===== config.mk =====
export PLATFORM = sky130hd
export DESIGN_NAME = led_flash_gen
export DESIGN_NICKNAME = d
export VERILOG_FILES = /design/src/rtl/led_flash_pkg.sv /design/src/rtl/led_flash_regs.sv /design/src/rtl/led_flash_counter.sv /design/src/rtl/led_flash_window.sv /design/src/rtl/led_flash_gen.sv
export SDC_FILE = /design/constraint.sdc
export NUM_CORES = 1
export LEC_CHECK = 0
export ABC_AREA = 1
export ABC_CLOCK_PERIOD_IN_PS = 3800
export BUFFER_PORTS_ARGS = -buffer_cell sky130_fd_sc_hd__buf_2
export CAP_MARGIN = 40
export CORE_AREA = 2 2 121 123
export CTS_BUF_LIST = sky130_fd_sc_hd__clkbuf_4
export DETAILED_ROUTE_END_ITERATION = 7
export DIE_AREA = 0 0 123 125
export PLACE_DENSITY = 0.76
export SYNTH_ARGS = -nofsm -noshare
export SYNTH_HDL_FRONTEND = slang
export SYNTH_HIERARCHICAL = 1
export SYNTH_SLANG_ARGS = --single-unit

===== constraint.sdc =====
create_clock -name clk -period 3.8 [get_ports clk]
set_clock_uncertainty 0.15 [all_clocks]
set_input_delay 0.38 -clock clk [delete_from_list [all_inputs] [get_ports clk]]
set_output_delay 0.38 -clock clk [all_outputs]
set_load 0.02 [all_outputs]

===== src/rtl/led_flash_pkg.sv =====
package led_flash_pkg;
    parameter int CNT_W      = 8;
    parameter int NUM_PULSES = 4;
    parameter int CODE_W     = 3;
    parameter int ADDR_W     = 3;
    parameter int DATA_W     = 8;

    localparam int ADDR_PERIOD = 0;
    localparam int ADDR_ONTIME = 1;
    localparam int ADDR_ENABLE = 2;
    localparam int ADDR_CODE   = 3;
    localparam int ADDR_START  = 4;

    localparam logic [CODE_W-1:0] CODE_RESET = '1;

    typedef struct packed {
        logic [CNT_W-1:0]                      period;
        logic [CNT_W-1:0]                      ontime;
        logic [NUM_PULSES-1:0]                 enable;
        logic [NUM_PULSES-1:0][CNT_W-1:0]      start;
    } flash_cfg_t;
endpackage


===== src/rtl/led_flash_regs.sv =====
module led_flash_regs
    import led_flash_pkg::*;
(
    input  logic              clk,
    input  logic              rst_n,
    input  logic              wr_en_i,
    input  logic [ADDR_W-1:0] wr_addr_i,
    input  logic [DATA_W-1:0] wr_data_i,
    input  logic              load_i,
    output flash_cfg_t        run_cfg_o,
    output logic [CODE_W-1:0] code_o
);
    typedef struct packed {
        flash_cfg_t        shadow;
        flash_cfg_t        run;
        logic [CODE_W-1:0] code;
    } regs_t;

    regs_t s_d, s_q;

    always_comb begin
        s_d = s_q;
        if (load_i) begin
            s_d.run = s_q.shadow;
        end
        if (wr_en_i) begin
            if (wr_addr_i == ADDR_W'(ADDR_PERIOD)) s_d.shadow.period = wr_data_i[CNT_W-1:0];
            if (wr_addr_i == ADDR_W'(ADDR_ONTIME)) s_d.shadow.ontime = wr_data_i[CNT_W-1:0];
            if (wr_addr_i == ADDR_W'(ADDR_ENABLE)) s_d.shadow.enable = wr_data_i[NUM_PULSES-1:0];
            if (wr_addr_i == ADDR_W'(ADDR_CODE))   s_d.code          = wr_data_i[CODE_W-1:0];
            for (int i = 0; i < NUM_PULSES; i++) begin
                if (wr_addr_i == ADDR_W'(ADDR_START + i)) begin
                    s_d.shadow.start[i] = wr_data_i[CNT_W-1:0];
                end
            end
        end
    end

    always_ff @(posedge clk or negedge rst_n) begin
        if (!rst_n) begin
            s_q      <= '0;
            s_q.code <= CODE_RESET;
        end else begin
            s_q <= s_d;
        end
    end

    assign run_cfg_o = s_q.run;
    assign code_o    = s_q.code;

    // the running set only moves on a load
    p_run_held_r6: assert property (@(posedge clk) disable iff (!rst_n)
        !load_i |=> $stable(s_q.run));

    // a code write is visible on the next clock
    p_code_live_r8: assert property (@(posedge clk) disable iff (!rst_n)
        (wr_en_i && wr_addr_i == ADDR_W'(ADDR_CODE)) |=> code_o == $past(wr_data_i[CODE_W-1:0]));
endmodule


===== src/rtl/led_flash_counter.sv =====
module led_flash_counter
    import led_flash_pkg::*;
(
    input  logic             clk,
    input  logic             rst_n,
    input  logic             tick_i,
    input  logic [CNT_W-1:0] period_i,
    output logic [CNT_W-1:0] cnt_o,
    output logic             load_o
);
    logic [CNT_W-1:0] cnt_d, cnt_q;
    logic             idle;
    logic             at_end;

    always_comb begin
        idle   = (period_i == '0);
        at_end = (cnt_q == period_i - CNT_W'(1));
        load_o = tick_i && (idle || at_end);
        cnt_d  = cnt_q;
        if (tick_i) begin
            if (idle || at_end) cnt_d = '0;
            else                cnt_d = cnt_q + CNT_W'(1);
        end
    end

    always_ff @(posedge clk or negedge rst_n) begin
        if (!rst_n) cnt_q <= '0;
        else        cnt_q <= cnt_d;
    end

    assign cnt_o = cnt_q;

    // no tick, no movement
    p_hold_no_tick_r2: assert property (@(posedge clk) disable iff (!rst_n)
        !tick_i |=> $stable(cnt_q));

    // count never reaches a non-zero running period
    p_below_period_r2: assert property (@(posedge clk) disable iff (!rst_n)
        (period_i != '0) |-> cnt_q < period_i);

    // zero period pins the count
    p_zero_hold_r7: assert property (@(posedge clk) disable iff (!rst_n)
        (period_i == '0) |=> cnt_q == '0);
endmodule


===== src/rtl/led_flash_window.sv =====
module led_flash_window
    import led_flash_pkg::*;
(
    input  logic             en_i,
    input  logic [CNT_W-1:0] cnt_i,
    input  logic [CNT_W-1:0] start_i,
    input  logic [CNT_W-1:0] ontime_i,
    output logic             win_o
);
    logic [CNT_W:0] stop;

    always_comb begin
        stop  = {1'b0, start_i} + {1'b0, ontime_i};
        win_o = en_i && (cnt_i >= start_i) && ({1'b0, cnt_i} < stop);
    end
endmodule


===== src/rtl/led_flash_gen.sv =====
module led_flash_gen
    import led_flash_pkg::*;
(
    input  logic              clk,
    input  logic              rst_n,
    input  logic              tick_i,
    input  logic              wr_en_i,
    input  logic [2:0]        wr_addr_i,
    input  logic [7:0]        wr_data_i,
    output logic              pulse_on_o,
    output logic [2:0]        cur_code_o
);
    flash_cfg_t            run_cfg;
    logic [CNT_W-1:0]      cnt;
    logic                  load;
    logic [NUM_PULSES-1:0] win;

    led_flash_regs u_regs (
        .clk       (clk),
        .rst_n     (rst_n),
        .wr_en_i   (wr_en_i),
        .wr_addr_i (wr_addr_i),
        .wr_data_i (wr_data_i),
        .load_i    (load),
        .run_cfg_o (run_cfg),
        .code_o    (cur_code_o)
    );

    led_flash_counter u_cnt (
        .clk      (clk),
        .rst_n    (rst_n),
        .tick_i   (tick_i),
        .period_i (run_cfg.period),
        .cnt_o    (cnt),
        .load_o   (load)
    );

    for (genvar g = 0; g < NUM_PULSES; g++) begin : g_pulse
        led_flash_window u_win (
            .en_i     (run_cfg.enable[g]),
            .cnt_i    (cnt),
            .start_i  (run_cfg.start[g]),
            .ontime_i (run_cfg.ontime),
            .win_o    (win[g])
        );
    end

    assign pulse_on_o = (|win) && (run_cfg.period != '0);

    // a zero running period keeps the LED dark
    p_zero_dark_r7: assert property (@(posedge clk) disable iff (!rst_n)
        (run_cfg.period == '0) |-> !pulse_on_o);

    // output lit only through an enabled pulse
    p_enabled_only_r4: assert property (@(posedge clk) disable iff (!rst_n)
        pulse_on_o |-> (run_cfg.enable != '0));

    // reset state
    always_comb begin
        if (!rst_n) begin
            a_reset_r1: assert (!pulse_on_o || $isunknown(pulse_on_o));
        end
    end
endmodule


==> results list <==
- Outcome: complete, no violations
- For flop-to-flop paths, the worst setup slack is 0.93 ns.
- Setup violations remaining at the end of the flow were counted as 0.
- The number of antenna violations at the first check in global routing came to 1.
- Synthesis-stage register bit count: 115
* CTS tree: yes
* Period Utilization, post-route: 98.6%
* Most area-consuming cells after synthesis: dfrtp_1 34%, nand2_1 16%, ha_1 14%
- DRC Markers: 0
* GRT Residual Overflow: 0
- The finished layout holds 1,271 standard cells, fillers aside.
* Instance count of the mapped netlist: 1,085
- First-pass GRT wire length: 29,900 um
- Post-synthesis cell area: 0.00827 mm2
- In this run the tightest slew margin relative to its limit is 51.8%.
- Yosys mapped the design onto 34 distinct sky130hd cell types.
- Clock Root Buffer: clkbuf_4
- Number of clock sinks: 115
* Detailed router's first-iteration violation count: 417
- Share of synthesized flip-flops with an asynchronous set or reset: 100%
- Pin count of the biggest net entering global routing: 57
- Via count of the first global-routing pass: 6,131
- The H-tree was split into 4 levels.
- The die covers 0.0154 mm2.
- Primary FF master, synth: dfrtp_1
- Area growth from synthesis to layout: 6.18%
- Post-detailed-routing wire length: 18,100 um
- Final HPWL DP: 13,000 um
* Setup crit end kind: primary output
- FF-to-FF path depth: 11
- After synthesis, the mean cell area works out to 7.62 um2.
* Number of top-level design ports: 19
- The path class of the tightest hold or removal check is in -> reg.
- Count of pins over their slew limit: 0
- At the worst endpoint, the required time is 3.27 ns.
- Peak supply drop: 0.000377 V
* Leakage power total: 4.74 nW
* Yosys top cell area share: 33.9%
- Power Dens Cells: 927 mW/mm2
* Placed Instances: 1,220
- After floorplanning, the core was sized to cover 0.0142 mm2.
* Global-route usage over all layers: 24.9%
* Clock latency at the later pin of the worst-skew pair: 0.51 ns
- X dimension of the die: 123 um
- Total of warnings raised by yosys: 6
* Vertical die dimension: 125 um
- Average detailed-routed wire length per instance: 14.2 um
* Site row count: 44
* Timing startpoint of the critical path: u_regs/run_cfg_o[36]$_DFFE_PN0P_
- For this run, the detailed router's first-pass iteration total came to 5.
- STA classifies the critical path startpoint as a register.
* Tmin final: 3.75 ns
* CP Class: reg -> out
* Aggregate negative setup slack: 0 ns
- Vias per cell: 5.17
- CP max FO: 5
* Crit path arrival time: 3.22 ns
* Via count: 6,571
- Highest attainable clock frequency: 0.267 GHz
* Post-synthesis cell type with the largest combined area: dfrtp_1
- For the pin with the worst max-slew slack, the measured transition is 0.722 ns.
- For hold timing, the worst endpoint is u_regs/s_q[85]$_DFFE_PN0P_.
- For this run, the register share of the synthesized area comes to 34.9%.
* Post-DRT Antenna Nets: 0
- Endpoint of the worst register-to-register path: u_regs/run_cfg_o[16]$_DFFE_PN0P_
- After the last flow step, the layout net total stands at 1,186.
- Number of enable flip-flop cells after synthesis: 0
- The worst hold path was traced through 3 stages.
- Endpoints failing hold: 0
* Clock transition at path regs: 0.12 ns
- Setup repair after global routing could not meet its margin everywhere.
- The startpoint identified for the worst register-to-register timing path is u_cnt/cnt_o[4]$_DFFE_PN0P_.
- Top cells by instance count after synthesis: 346 x nand2_1, 144 x inv_1, 112 x dfrtp_1
- Total of buffers placed on input and output ports: 18
- Once the floorplan was initialized, standard cells occupied 58.2% of the core.
- Most repeated cell in the gate-level netlist after synthesis: nand2_1
- Buffers inserted during clock tree synthesis total 17.
* Longest Clk Path Bufs: 2
- Layout cell share with drive strength beyond 1: 14.5%
- Launch instance of the worst min-delay path: wr_data_i[6]
- Mapped Nets: 1,198
* Routability congestion estimate: 0.907
- Max-capacitance violation count: 0
-- kinds of logic (layout without fill, tap and decap cells) --
group / Yosys count / after routing / share of synthesized area, %
simple gates: 480 / 480 / 25.0
buf+inv: 237 / 238 / 13.5
compound gates: 123 / 123 / 8.02
flops: 115 / 115 / 34.9
fa+ha+maj: 98 / 98 / 15.2
xor+xnor: 32 / 32 / 3.39
other cells: 0 / 1 / 0
-- repair_timing --
action | in CTS | in global routing
endpoints found under the hold margin | 59 | 3
resized for setup | 25 | 9
setup buffers | 9 | 1
pin swaps | 20 | 5
setup endpoints to repair | 1 | 1
hold buffers | 6 | 2
-- worst max path at each step --
| stage | slack [ns] | endpoint | cells past startpoint |
|---|---|---|---|
| floorplan | 0.61 | pulse_on_o | 18 |
| global placement | 0.36 | pulse_on_o | 18 |
| global route | -0.16 | pulse_on_o | 19 |
| CTS | 0.002 | pulse_on_o | 19 |
| finish | 0.05 | pulse_on_o | 17 |
| detailed placement | 0.30 | pulse_on_o | 18 |
-- power breakdown --
part | internal, mW | switching (mW)
Clock | 0.528 | 0.493
Sequential | 1.65 | 0.641
Combinational | 2.08 | 2.75
-- worst max-delay path, stage by stage, from the launching register on --
cell and delay, ns:
dfrtp_2 0.43, ha_2 0.19, inv_1 0.05, fa_2 0.37, o21ai_4 0.18, xor2_1 0.18
ha_1 0.27, a21oi_1 0.16, nand3_1 0.10, nand2_1 0.07, nand2_1 0.05, nand2_1 0.06
nand2_1 0.06, a21oi_2 0.14, nor2_1 0.06, and2_4 0.17, nor2_4 0.08, buf_6 0.12
-- registers in the layout, indices dropped and copies added (netlist names) --
register / count
u_cnt/cnt_o: 8
u_regs/code_o: 3
u_regs/run_cfg_o: 52
u_regs/s_q: 52
-- cell usage in the layout (no fill, tap or decap), types with 12 or more instances in the layout --
master,n
nand3_1,50
nor2_1,31
inv_2,18
a21oi_2,12
clkbuf_4,17
ha_1,90
buf_2,16
xor2_1,27
dfrtp_1,108
a21oi_1,38
o21ai_0,56
nor2_2,12
buf_4,16
inv_1,142
nand2_1,345
-- metrics by stage --
step                utilization, %  setup slack (ns)  instance area [um2]  total power, mW  hold WS [ns]
floorplan                        -             0.609                 8270             6.02       -0.0656
global route                  61.8            -0.164                 8780             9.09      0.000221
global placement              57.5             0.355                 8170             6.54         0.304
detailed placement            57.5             0.299                 8170             6.69         0.308
CTS                           61.3           0.00191                 8710             8.02       0.00134
finish                        61.8            0.0531                 8780             8.14        0.0283
-- area by class of cell --
type                    instances  area [um2]
inverters                     163         612
multi-input cells             733        4380
flip-flops and latches        115        2890
well taps                     184         230
repair buffers                 43         332
clock buffers                  17         128
fillers                      1222        5430
clock inverters                15         206
diodes                          1        2.50
-- metal layers --
metal  track usage [%]  share of wire [%]
met5                 0                  0
met3              3.97                4.2
met1              35.5                 48
met4              8.36                2.4
met2              38.7                 46
Note: power is estimated with default switching activity, not from simulation.
